File: src/rtl/spi_regtgt_pkg.sv
package spi_regtgt_pkg;

  typedef enum logic {
    PH_HDR  = 1'b0,
    PH_DATA = 1'b1
  } phase_t;

  // Bit position of an address bit given its clock index within the header.
  function automatic int unsigned hdr_pos(input int unsigned cnt,
                                          input int unsigned abits,
                                          input logic lsb);
    return lsb ? cnt : (abits - 1 - cnt);
  endfunction

  // Bit position of a data bit given its clock index within the byte.
  function automatic int unsigned data_pos(input int unsigned cnt,
                                           input int unsigned dw,
                                           input logic lsb);
    return lsb ? cnt : (dw - 1 - cnt);
  endfunction

endpackage

File: src/rtl/spi_regtgt_sync.sv
module spi_regtgt_sync #(
  parameter int          W      = 4,
  parameter int          STAGES = 2,
  parameter logic [W-1:0] INIT  = '0
) (
  input  logic         clk,
  input  logic         rst_n,
  input  logic [W-1:0] d,
  output logic [W-1:0] q
);
  logic [W-1:0] pipe [STAGES+1];

  assign pipe[0] = d;

  for (genvar s = 0; s < STAGES; s++) begin : g_stage
    always_ff @(posedge clk or negedge rst_n) begin
      if (!rst_n) pipe[s+1] <= INIT;
      else        pipe[s+1] <= pipe[s];
    end
  end

  assign q = pipe[STAGES];
endmodule

File: src/rtl/spi_regtgt_ctrl.sv
module spi_regtgt_ctrl
  import spi_regtgt_pkg::*;
#(
  parameter int ADDR_W  = 15,
  parameter int SHORT_W = 7,
  parameter int DATA_W  = 8
) (
  input  logic              clk,
  input  logic              rst_n,
  input  logic              sclk_s,
  input  logic              cs_n_s,
  input  logic              din4_s,
  input  logic              din3_s,
  input  logic              cfg_lsb_first,
  input  logic              cfg_short_addr,
  input  logic              cfg_three_wire,
  output logic              reg_rd_en,
  output logic              reg_wr_en,
  output logic [ADDR_W-1:0] reg_addr,
  output logic [DATA_W-1:0] reg_wdata,
  input  logic [DATA_W-1:0] reg_rdata,
  output logic              tx_bit,
  output logic              tx_en,
  output logic              three_wire
);
  localparam int CNT_W = $clog2(ADDR_W + 2);
  localparam int AP_W  = $clog2(ADDR_W);
  localparam int BIT_W = $clog2(DATA_W);
  localparam logic [CNT_W-1:0] ABITS_L = CNT_W'(ADDR_W);
  localparam logic [CNT_W-1:0] ABITS_S = CNT_W'(SHORT_W);
  localparam logic [ADDR_W-1:0] ADDR_ONE = ADDR_W'(1);
  localparam logic [BIT_W-1:0] BIT_LAST = BIT_W'(DATA_W - 1);

  // Edge detection on the synchronized serial clock
  logic sclk_d;
  logic cs_act, rise, fall;

  always_ff @(posedge clk or negedge rst_n) begin
    if (!rst_n) sclk_d <= 1'b0;
    else        sclk_d <= sclk_s;
  end

  assign cs_act = ~cs_n_s;
  assign rise   = cs_act & sclk_s & ~sclk_d;
  assign fall   = cs_act & ~sclk_s & sclk_d;

  // Configuration is captured while chip select is inactive
  logic lsb_q, short_q, m3_q;

  always_ff @(posedge clk or negedge rst_n) begin
    if (!rst_n) begin
      lsb_q   <= 1'b0;
      short_q <= 1'b0;
      m3_q    <= 1'b0;
    end else if (!cs_act) begin
      lsb_q   <= cfg_lsb_first;
      short_q <= cfg_short_addr;
      m3_q    <= cfg_three_wire;
    end
  end

  assign three_wire = m3_q;

  // Transaction state
  phase_t            phase;
  logic [CNT_W-1:0]  hdr_cnt;
  logic [BIT_W-1:0]  bit_cnt;
  logic [ADDR_W-1:0] addr_acc, ptr;
  logic [DATA_W-1:0] rx_byte, tx_buf, wr_byte;
  logic              rw_q, rd_pend;

  // Named internal events
  logic              din, hdr_bit, hdr_last, data_bit, byte_last;
  logic [CNT_W-1:0]  abits;
  logic [AP_W-1:0]   apos;
  logic [BIT_W-1:0]  dpos;

  assign din       = m3_q ? din3_s : din4_s;
  assign abits     = short_q ? ABITS_S : ABITS_L;
  assign hdr_bit   = rise && (phase == PH_HDR);
  assign hdr_last  = hdr_bit && (hdr_cnt == abits);
  assign data_bit  = rise && (phase == PH_DATA);
  assign byte_last = data_bit && (bit_cnt == BIT_LAST);

  always_comb begin
    apos = AP_W'(hdr_pos(32'(hdr_cnt), 32'(abits), lsb_q));
    dpos = BIT_W'(data_pos(32'(bit_cnt), DATA_W, lsb_q));
    wr_byte = rx_byte;
    wr_byte[dpos] = din;
  end

  always_ff @(posedge clk or negedge rst_n) begin
    if (!rst_n) begin
      phase     <= PH_HDR;
      hdr_cnt   <= '0;
      bit_cnt   <= '0;
      addr_acc  <= '0;
      ptr       <= '0;
      rx_byte   <= '0;
      tx_buf    <= '0;
      rw_q      <= 1'b0;
      rd_pend   <= 1'b0;
      reg_rd_en <= 1'b0;
      reg_wr_en <= 1'b0;
      reg_addr  <= '0;
      reg_wdata <= '0;
      tx_bit    <= 1'b0;
      tx_en     <= 1'b0;
    end else begin
      reg_rd_en <= 1'b0;
      reg_wr_en <= 1'b0;
      rd_pend   <= reg_rd_en;
      if (rd_pend) tx_buf <= reg_rdata;

      if (!cs_act) begin
        phase    <= PH_HDR;
        hdr_cnt  <= '0;
        bit_cnt  <= '0;
        addr_acc <= '0;
        rx_byte  <= '0;
        rw_q     <= 1'b0;
        tx_en    <= 1'b0;
      end else begin
        if (hdr_bit) begin
          hdr_cnt <= hdr_cnt + 1'b1;
          if (!hdr_last) begin
            addr_acc[apos] <= din;
          end else begin
            phase <= PH_DATA;
            rw_q  <= din;
            if (din) begin
              reg_rd_en <= 1'b1;
              reg_addr  <= addr_acc;
              ptr       <= addr_acc + ADDR_ONE;
            end else begin
              ptr       <= addr_acc;
            end
          end
        end

        if (data_bit) begin
          bit_cnt <= bit_cnt + 1'b1;
          if (!rw_q) rx_byte[dpos] <= din;
          if (byte_last) begin
            bit_cnt  <= '0;
            rx_byte  <= '0;
            reg_addr <= ptr;
            ptr      <= ptr + ADDR_ONE;
            if (rw_q) begin
              reg_rd_en <= 1'b1;
            end else begin
              reg_wr_en <= 1'b1;
              reg_wdata <= wr_byte;
            end
          end
        end

        if (fall && (phase == PH_DATA) && rw_q) begin
          tx_bit <= tx_buf[dpos];
          tx_en  <= 1'b1;
        end
      end
    end
  end

  // Assertions
  p_no_strobe_overlap_r11: assert property (@(posedge clk) disable iff (!rst_n)
    !(reg_rd_en && reg_wr_en));

  p_wr_single_pulse_r11: assert property (@(posedge clk) disable iff (!rst_n)
    reg_wr_en |=> !reg_wr_en);

  p_rd_single_pulse_r11: assert property (@(posedge clk) disable iff (!rst_n)
    reg_rd_en |=> !reg_rd_en);

  p_addr_step_r5: assert property (@(posedge clk) disable iff (!rst_n)
    (reg_wr_en || reg_rd_en) |-> (ptr == reg_addr + ADDR_ONE));

  p_drive_read_only_r7: assert property (@(posedge clk) disable iff (!rst_n)
    tx_en |-> (rw_q && (phase == PH_DATA)));

  p_release_on_cs_r9: assert property (@(posedge clk) disable iff (!rst_n)
    !cs_act |=> !tx_en);

  p_tx_load_r6: assert property (@(posedge clk) disable iff (!rst_n)
    rd_pend |=> (tx_buf == $past(reg_rdata)));

  p_short_upper_zero_r3: assert property (@(posedge clk) disable iff (!rst_n)
    (reg_rd_en && short_q && $past(phase == PH_HDR)) |->
      (reg_addr[ADDR_W-1:SHORT_W] == '0));
endmodule

File: src/rtl/spi_regtgt_pinmux.sv
module spi_regtgt_pinmux (
  input  logic clk,
  input  logic rst_n,
  input  logic tx_bit,
  input  logic tx_en,
  input  logic three_wire,
  output logic sdo,
  output logic sdo_oe,
  output logic sdio_o,
  output logic sdio_oe
);
  assign sdo     = tx_bit;
  assign sdio_o  = tx_bit;
  assign sdo_oe  = tx_en & ~three_wire;
  assign sdio_oe = tx_en & three_wire;

  p_pins_exclusive_r8: assert property (@(posedge clk) disable iff (!rst_n)
    !(sdo_oe && sdio_oe));

  p_no_drive_idle_r10: assert property (@(posedge clk) disable iff (!rst_n)
    !tx_en |-> (!sdo_oe && !sdio_oe));
endmodule

File: src/rtl/spi_regtgt.sv
module spi_regtgt #(
  parameter int ADDR_W      = 15,
  parameter int SHORT_W     = 7,
  parameter int DATA_W      = 8,
  parameter int SYNC_STAGES = 2
) (
  input  logic              clk,
  input  logic              rst_n,
  input  logic              cfg_lsb_first,
  input  logic              cfg_short_addr,
  input  logic              cfg_three_wire,
  input  logic              spi_sclk,
  input  logic              spi_cs_n,
  input  logic              spi_sdi,
  output logic              spi_sdo,
  output logic              spi_sdo_oe,
  input  logic              spi_sdio_i,
  output logic              spi_sdio_o,
  output logic              spi_sdio_oe,
  output logic              reg_rd_en,
  output logic              reg_wr_en,
  output logic [ADDR_W-1:0] reg_addr,
  output logic [DATA_W-1:0] reg_wdata,
  input  logic [DATA_W-1:0] reg_rdata
);
  localparam int PIN_N = 4;
  localparam logic [PIN_N-1:0] PIN_INIT = 4'b0010; // chip select idles high

  logic [PIN_N-1:0] pins_s;
  logic tx_bit, tx_en, three_wire;

  spi_regtgt_sync #(
    .W      (PIN_N),
    .STAGES (SYNC_STAGES),
    .INIT   (PIN_INIT)
  ) u_sync (
    .clk   (clk),
    .rst_n (rst_n),
    .d     ({spi_sdio_i, spi_sdi, spi_cs_n, spi_sclk}),
    .q     (pins_s)
  );

  spi_regtgt_ctrl #(
    .ADDR_W  (ADDR_W),
    .SHORT_W (SHORT_W),
    .DATA_W  (DATA_W)
  ) u_ctrl (
    .clk            (clk),
    .rst_n          (rst_n),
    .sclk_s         (pins_s[0]),
    .cs_n_s         (pins_s[1]),
    .din4_s         (pins_s[2]),
    .din3_s         (pins_s[3]),
    .cfg_lsb_first  (cfg_lsb_first),
    .cfg_short_addr (cfg_short_addr),
    .cfg_three_wire (cfg_three_wire),
    .reg_rd_en      (reg_rd_en),
    .reg_wr_en      (reg_wr_en),
    .reg_addr       (reg_addr),
    .reg_wdata      (reg_wdata),
    .reg_rdata      (reg_rdata),
    .tx_bit         (tx_bit),
    .tx_en          (tx_en),
    .three_wire     (three_wire)
  );

  spi_regtgt_pinmux u_pinmux (
    .clk        (clk),
    .rst_n      (rst_n),
    .tx_bit     (tx_bit),
    .tx_en      (tx_en),
    .three_wire (three_wire),
    .sdo        (spi_sdo),
    .sdo_oe     (spi_sdo_oe),
    .sdio_o     (spi_sdio_o),
    .sdio_oe    (spi_sdio_oe)
  );
endmodule

File: config.mk
export PLATFORM = sky130hd
export DESIGN_NAME = spi_regtgt
export DESIGN_NICKNAME = d
export VERILOG_FILES = /design/src/rtl/spi_regtgt_pkg.sv /design/src/rtl/spi_regtgt_sync.sv /design/src/rtl/spi_regtgt_ctrl.sv /design/src/rtl/spi_regtgt_pinmux.sv /design/src/rtl/spi_regtgt.sv
export SDC_FILE = /design/constraint.sdc
export NUM_CORES = 1
export LEC_CHECK = 0
export BUFFER_PORTS_ARGS = -buffer_cell sky130_fd_sc_hd__buf_2
export CORE_MARGIN = 2
export CORE_UTILIZATION = 38
export CTS_CLUSTER_DIAMETER = 120
export DETAILED_ROUTE_END_ITERATION = 10
export REMOVE_ABC_BUFFERS = 1
export SYNTH_ARGS = -nofsm -noshare
export SYNTH_HDL_FRONTEND = slang
export SYNTH_HIERARCHICAL = 1
export SYNTH_SLANG_ARGS = --single-unit
File: constraint.sdc
create_clock -name clk -period 6.59 [get_ports clk]
set_input_delay 0.659 -clock clk [delete_from_list [all_inputs] [get_ports clk]]
set_output_delay 0.659 -clock clk [all_outputs]
set_load 0.05 [all_outputs]
==> results.md, run 1 <==
- The flow ran to the end, and the final reports show no timing, DRC or antenna violations.
- The maximum number of buffers from clock root to sink is 2.
- The largest area contributor in the netlist is sky130_fd_sc_hd__dfrtp_1.
- The total grt overflow is 0.
- The number of cells on the worst reg-to-reg path is 5.
- The number of diodes added for antenna fixing is 0.
- The kind of critical path is reg -> reg.
- The post-cts repair resize count is 0.
- The post-detailed-placement half-perimeter wirelength is 8885 um.
- The final count of negative-setup-slack endpoints is 0.
- Traced cell by cell, the critical path runs through nor2_1 > mux2i_2 > xor2_1 > nor4_1 > a221o_1.
- The total leakage power is 2.594 nW.
- The leading cell type by number of instances after synthesis is sky130_fd_sc_hd__dfrtp_1.
- In this run the clock root is driven by a sky130_fd_sc_hd__clkbuf_16.
- The final cell utilization of the core is 0.4283.
- The layout net count is 589.
- The instance count of the mapped netlist is 553.
- The share of the Yosys chip area taken by registers is 0.4477.
- The clock tree from TritonCTS is done.
- The final clock period utilization by the worst path is 0.4269.
- Counting buffers and inverters, the worst setup path is 5 cells deep.
- Setup repair after global routing left no endpoint under its margin.
- The total number of placement rows is 43.
- The startpoint type of the worst setup path is a flop.
- The largest net degree at the start of global routing is 53.
- Summed over all failing endpoints, the final setup total negative slack is 0 ns.
- In the routed design, unresolved DRC markers number 0.
- Counting flops with an async set or reset pin after synthesis yields a share of 1.000.
- The number of I/O port buffers is 45.
- The cell area that synthesis handed to floorplanning was 0.005371 mm2.
- The die covers 0.01510 mm2.
- The number of setup buffers added after CTS is 0.
- Yosys mapped a number of flops with a built-in enable equal to 0.
- The power per cell area is 223.2 mW/mm2.
- The worst clock skew is 0.006085 ns.
- The number of failing hold endpoints at the final stage came to 0.
- The critical path data arrival time is 3.05 ns.
- The distinct cell type count of the synthesized netlist is 74.
- The clock net in this run drives a total of 96 sinks.
- The critical path's largest stage delay is 1.08 ns.
- The endpoint required time on the critical path is 6.83 ns.
- The source-to-sink clock delay at the later pin of the worst-skew pair is 0.35 ns.
- Yosys attributes the largest share of cell area to sky130_fd_sc_hd__dfrtp_1 (44%), sky130_fd_sc_hd__nand2_1 (4.3%), sky130_fd_sc_hd__mux2i_1 (4.1%), sky130_fd_sc_hd__mux2_2 (3.1%), sky130_fd_sc_hd__nor2_1 (2.2%).
- The number of slew-limit violations in the final report came to 0.
- The nature of the critical path endpoint is a flop.
- Measured against its own limit, the worst slew margin works out to 0.2544.
- The first detailed-routing pass took 5 iterations.
- The startpoint identified for the worst register-to-register timing path is u_ctrl/lsb_q$_DFFE_PN0P_.
- The top-area cell type share of the netlist area is 0.4379.
- For this design the top-level I/O count stands at 46.
- Following the worst setup path forward leads to its endpoint at u_ctrl/addr_acc[14]$_DFFE_PN0P_.
- Of the cells placed in the final design, the portion with a size suffix greater than 1 is 0.1705.
- The worst-margin pin slew is 1.118 ns.
- The die is 122.9 um wide.
- The highest ir drop seen on vdd is 0.0001450 V.
- The number of vias per cell is 5.769.
- After layout, the minimum clock period comes to 2.813 ns.
- The critical path startpoint is u_ctrl/lsb_q$_DFFE_PN0P_.
- The tool flagged a number of max-cap violations equal to 0.
- The number of buffer and inverter instances along the worst setup path is 0.
- The first-pass GRT wire length is 21350 um.
- The H-tree generated during clock tree synthesis spans 3 levels.
- Along the worst path, the maximum fanout reaches 37.
- Wires add up to 12910 um.
- The detailed-route wire length per cell is 17.24 um.
- The number of DRC markers in iteration 0 is 435.
- The mean post-synth cell area is 9.713 um2.
- The clock-pin transition on the worst setup and hold timing paths is 0.07 ns.
- The most used flip-flop cell after synthesis is sky130_fd_sc_hd__dfrtp_1.
- The maximum clock frequency is 355.5 MHz.
- The synthesis-to-finish area growth is 10.25%.
- The endpoint identified for the worst register-to-register timing path is u_ctrl/addr_acc[14]$_DFFE_PN0P_.
- Among all stages on the critical path, the largest delay is contributed by sky130_fd_sc_hd__dfrtp_1.
- In this run the remaining antenna-violating nets after routing total 0.
- Ranked by instance count, the synthesized netlist is headed by sky130_fd_sc_hd__dfrtp_1 (94), sky130_fd_sc_hd__nand2_1 (62), sky130_fd_sc_hd__nor2_1 (32).
- The number of antenna violations at the first check in global routing was 0.
- The total of hold buffers inserted after clock tree synthesis is 0.
- The global router's overall resource usage is 0.1800.
- The vias after detailed routing is 4321.
- The number of synthesis warnings is 6.
- The effective utilization at floorplan is 0.3885.
- The die is 122.9 um tall.
- The core region is 0.01383 mm2.
- The minimum setup slack among reg-to-reg paths is 3.78 ns.
- In this design, the largest share of critical-path delay is due to flip-flops.
- The via count of the first global-routing pass is 4180.
- The flop and latch count out of synthesis is 96.
- At the end of routability-driven placement, the weighted congestion stood at 0.8651.
- The worst hold-check path type is in -> async.
- TritonCTS created 9 clock buffers.
-- placed cells by master (no fill, tap or decap), drive strengths merged, types with 7 or more instances in the layout --
master and n:
mux2 15, buf 48, ha 7, clkbuf 11, dfrtp 94, inv 12
nand2b 13, nand2 62, o211ai 9, nor3 12, xnor2 13, o21ai 35
nor2 33, a21oi 22, nand4 11, nor4 11, nand3 19, mux2i 23
-- where the power goes --
part           switching [mW]  internal [mW]  total [mW]  leakage [nW]
logic                  0.0702         0.0509       0.121          1.14
clock network           0.219          0.329       0.548         0.149
registers              0.0437          0.609       0.653          1.31
total                   0.333          0.989        1.32          2.59
-- layout make-up --
| type | instances | area (um2) |
|---|---|---|
| fill | 1310 | 7905 |
| multi-input combinational | 398 | 2694 |
| sequential | 96 | 2405 |
| timing repair buffer | 48 | 250.2 |
| clock buffer | 11 | 232.7 |
| tap | 180 | 225.2 |
| clock inverter | 4 | 70.07 |
| inverter | 12 | 45.04 |
-- through the flow --
stage	power [mW]	instance area, um2	cells	hold WS [ns]	setup WS [ns]
after floorplan	0.7297	5135	506	0.3312	4.010
after global placement	0.7806	5619	734	0.3417	3.844
after detailed placement	0.7843	5619	734	0.3363	3.781
after CTS	1.337	5922	749	0.3209	3.752
after global routing	1.378	5922	749	0.3548	3.526
final	1.322	5922	749	0.2956	3.777
-- worst min path at each step --
stage	depth (start not counted)	start	endpoint
3_3_place_gp	0	u_sync/pipe[4]$_DFF_PN0_	u_sync/q[0]$_DFF_PN0_
2_1_floorplan	0	u_sync/pipe[4]$_DFF_PN0_	u_sync/q[0]$_DFF_PN0_
6_report	1	rst_n	u_sync/pipe[7]$_DFF_PN0_
4_1_cts	1	rst_n	u_ctrl/rd_pend$_DFF_PN0_
5_1_grt	0	u_sync/pipe[4]$_DFF_PN0_	u_sync/q[0]$_DFF_PN0_
3_5_place_dp	0	u_sync/pipe[7]$_DFF_PN0_	u_sync/q[3]$_DFF_PN0_
-- layer usage --
layer | routed length (um) | track usage
met5 | 0 | 0
met3 | 519 | 0.03690
met1 | 6200 | 0.2487
met2 | 5966 | 0.2776
met4 | 225 | 0.06968
-- worst reg2reg max path, cell delays in order (launching register included) --
cell	delay [ns]
sky130_fd_sc_hd__dfrtp_1	1.08
sky130_fd_sc_hd__nor2_1	0.15
sky130_fd_sc_hd__mux2i_2	0.32
sky130_fd_sc_hd__xor2_1	0.69
sky130_fd_sc_hd__nor4_1	0.14
sky130_fd_sc_hd__a221o_1	0.33
-- cell families (layout without fill, tap and decap cells) --
kind of cell,Yosys count,in the layout,share of synthesized area
AO/OA/AOI/OAI,136,136,0.1803
XOR/XNOR,19,19,0.03098
adder cells (fa/ha/maj),7,7,0.01630
buffers and inverters,59,75,0.05241
flip-flops,96,96,0.4477
multiplexers,38,38,0.07500
AND/OR/NAND/NOR,198,198,0.1973
-- flip-flops by register name, summed over array words and instances, names as in the netlist, 4 cells and up --
name              flops
u_ctrl/reg_wdata      8
u_ctrl/tx_buf         8
u_ctrl/addr_acc      15
u_ctrl/ptr           15
u_sync/q              4
u_ctrl/reg_addr      15
u_ctrl/hdr_cnt        5
u_ctrl/rx_byte        8
u_sync/pipe           4
Power figures use the tool's default switching activity.
==> run 2, diff against run 1 <==
==> constraint.sdc (replaced) <==
create_clock -name clk -period 2.31 [get_ports clk]
set_input_delay 0.231 -clock clk [delete_from_list [all_inputs] [get_ports clk]]
set_output_delay 0.231 -clock clk [all_outputs]
set_load 0.05 [all_outputs]
==> run 2 against run 1 <==
  * Die area is the same
  * Final area grew 5.2%
  * Cell count grew 4.8%
  * First-iteration DRC count shrank 11%
  * Largest cell class unchanged
  * Largest power group unchanged
==> results.md, run 2 (synthesized netlist as in run 1, its figures left out) <==
- The met3 demand-to-capacity share in global routing is 0.03921.
- Summed over all layers, the global routing overflow is 0.
- The met2 routing resource usage after global routing is 0.2738.
- The critical path goes through and3_1 > mux2i_2 > xor2_1 > buf_4 > a311o_1 > nand3_1.
- For the pin with the worst max-slew slack, the measured transition is 0.6678 ns.
- Once routing completed, OpenROAD measured the worst setup slack at 0.1419 ns.
- The core region area is 0.01383 mm2.
- The net switching fraction of the power is 0.2493.
- The number of failing hold endpoints at the final stage is 0.
- Entering global routing, the biggest net connects 67 pins.
- The clock reaches the later pin of the worst-skew pair after 0.35 ns.
- The worst setup path is of the reg -> reg kind.
- Along the worst path, the maximum fanout reaches 7.
- The nature of the critical path endpoint is a flop.
- The floorplan step set the die width to 122.9 um.
- In this run the static leakage power is 2.771 nW.
- After detailed routing, the average wire length per cell comes to 16.33 um.
- Across the VDD grid, the largest voltage drop is 0.0004046 V.
- The first global-routing pass estimated 21000 um of wire.
- The chip height is 122.9 um.
- The number of clock buffers inserted by TritonCTS is 9.
- At the placement stage, the worst setup path has a slack of 0.08858 ns.
- The residual antenna-violating net count after detailed routing is 0.
- Setup repair after global routing could not meet its margin everywhere.
- The number of slew-limit violations in the final report is 0.
- The effective utilization at floorplan is 0.3885.
- The library cell used most frequently in the layout, excluding fill and tap cells, is sky130_fd_sc_hd__dfrtp_1.
- The area growth from synthesis to layout is 15.98%.
- The relative max-transition margin is 0.5421.
- The count of clock tree sinks is 96.
- The vias after detailed routing is 4404.
- The worst hold path belongs to the class in -> reg.
- In the routed design, unresolved DRC markers number 0.
- The smallest clock period supported by the final layout is computed as 2.168 ns.
- The library cell used as clock root buffer is sky130_fd_sc_hd__clkbuf_16.
- For this block, the initial DRC count from the detailed router was 388.
- Internal power comes to 2.810 mW.
- At the worst endpoint, the required time is 2.54 ns.
- The fraction of power consumed by sequential logic is 0.491.
- The worst clock skew is 0.006475 ns.
- In this design, the stage delay of the slowest critical-path cell is 0.48 ns.
- The number of diodes added for antenna fixing is 0.
- TritonCTS built the clock tree.
- The relative contribution of combinational cells to total power is 0.108.
- The clock-pin transition on the worst setup and hold timing paths is 0.06 ns.
- The slowest cell on the critical path is sky130_fd_sc_hd__xor2_1.
- After legalization and detailed placement, the total HPWL measured 9029 um.
- The fraction of layout instances using a drive strength above 1 is 0.2149.
- The number of antenna violations at the first check in global routing is 0.
- The clock group share of total power is 0.400.
- The maximum clock frequency is 461.2 MHz.
- Fill cells in the final layout number 1326.
- Leaving out fill and tap cells, the most frequent cells in the layout are sky130_fd_sc_hd__dfrtp_1 (94), sky130_fd_sc_hd__nand2_1 (62), sky130_fd_sc_hd__buf_2 (44).
- met2 is the most crowded layer.
- The count of buffers added on input and output ports is 45.
- 46 I/O pins were placed.
- STA classifies the critical path startpoint as a flop.
- Summed over all nets, the switching power comes to 933.4 uW.
- Setup violations remaining at the end of the flow were counted as 0.
- The floorplan has 43 rows.
- The floorplan step defined a die boundary enclosing 0.01510 mm2.
- The flow ran to the end, and the final reports show no timing, DRC or antenna violations.
- At the end of routability-driven placement, the weighted congestion stood at 0.8970.
- The final layout contains 624 nets.
- In the final layout, the registers with the most flip-flops are u_ctrl/addr_acc: 15 flops, u_ctrl/ptr: 15 flops, u_ctrl/reg_addr: 15 flops.
- The number of vias per cell is 5.610.
- Wires add up to 12820 um.
- In this run the power density over the cells is 600.9 mW/mm2.
- Max-cap violations in this run came to 0.
- No sink is reached through more buffers than the 2 on the longest clock path.
- The final cell utilization of the core is 0.4505.
- For this run, the total global-route usage over all layers was measured as 0.1772.
- Data on the critical path arrives at its endpoint at 2.40 ns.
- The clock tree synthesis step divided the H-tree into 3 levels.
- The via count of the first global-routing pass came to 4193.
- The met1 usage in global routing is 0.2479.
- The final clock period utilization by the worst path is 0.9386.
- The number of iterations in the first detailed-routing pass is 5.
## run 2: worst max-delay path, delay by kind of cell (launching register included)
kind            cells  cell delay (ns)
simple gates        2             0.33
buf+inv             1             0.24
xor+xnor            1             0.48
mux                 1             0.39
flops               1             0.44
compound gates      1             0.17
## run 2: repair_timing
action	4_1_cts	5_1_grt
hold buffers	5	0
endpoints found under the hold margin	34	0
setup endpoints to repair	0	17
buffers inserted	0	1
resized for setup	0	2
## run 2: final timing paths
path                            slack, ns                              to                     startpoint  cells past startpoint
worst max-delay path                 0.14  u_ctrl/addr_acc[1]$_DFFE_PN0P_  u_ctrl/hdr_cnt[2]$_DFFE_PN0N_                      6
worst min-delay path                 0.12    u_ctrl/tx_buf[2]$_DFFE_PN0P_                   reg_rdata[2]                      2
worst max register to register       0.14  u_ctrl/addr_acc[1]$_DFFE_PN0P_  u_ctrl/hdr_cnt[2]$_DFFE_PN0N_                      6
worst min register to register       0.35           u_sync/q[3]$_DFF_PN0_       u_sync/pipe[7]$_DFF_PN0_                      0
max in group asynchronous            1.23        u_sync/pipe[5]$_DFF_PN1_                          rst_n                      3
min in group asynchronous            0.37      u_ctrl/ptr[14]$_DFFE_PN0N_                          rst_n                      2
## run 2: layout make-up
type                            instances  area [um2]  area share
Clock buffer                           13       260.3     0.04178
Clock inverter                          3       40.04    0.006427
Inverter                               12       45.04    0.007230
Multi-Input combinational cell        398        2691      0.4320
Sequential cell                        96        2405      0.3860
Tap cell                              180       225.2     0.03615
Timing Repair Buffer                   83       563.0     0.09038
## run 2: stage by stage
step | hold slack (ns) | setup TNS [ns] | cell area (um2) | power [mW] | cells
after detailed placement | 0.2030 | 0 | 5853 | 2.268 | 763
after global routing | 0.1151 | -0.05292 | 6230 | 3.911 | 785
after CTS | 0.1025 | 0 | 6203 | 3.800 | 784
after global placement | 0.1931 | 0 | 5853 | 2.258 | 763
final | 0.1162 | 0 | 6230 | 3.744 | 785
after floorplan | -0.06459 | -3.076 | 5135 | 2.082 | 506
## run 2: power groups by stage
stage | clock network [mW] | logic (mW) | registers, mW
6_report | 1.50 | 0.406 | 1.84
5_1_grt | 1.61 | 0.452 | 1.85
4_1_cts | 1.56 | 0.406 | 1.84
3_5_place_dp | 0 | 0.398 | 1.87
3_3_place_gp | 0 | 0.391 | 1.87
2_1_floorplan | 0 | 0.235 | 1.85
## run 2: per-layer routing
| metal | vias to the layer above | wire [um] | share of wire |
|---|---|---|---|
| met2 | 111 | 5818 | 0.45 |
| met3 | 11 | 633 | 0.049 |
| met5 | - | 0 | 0 |
| li1 | 2129 | - | - |
| met1 | 2153 | 6187 | 0.48 |
| met4 | 0 | 177 | 0.014 |
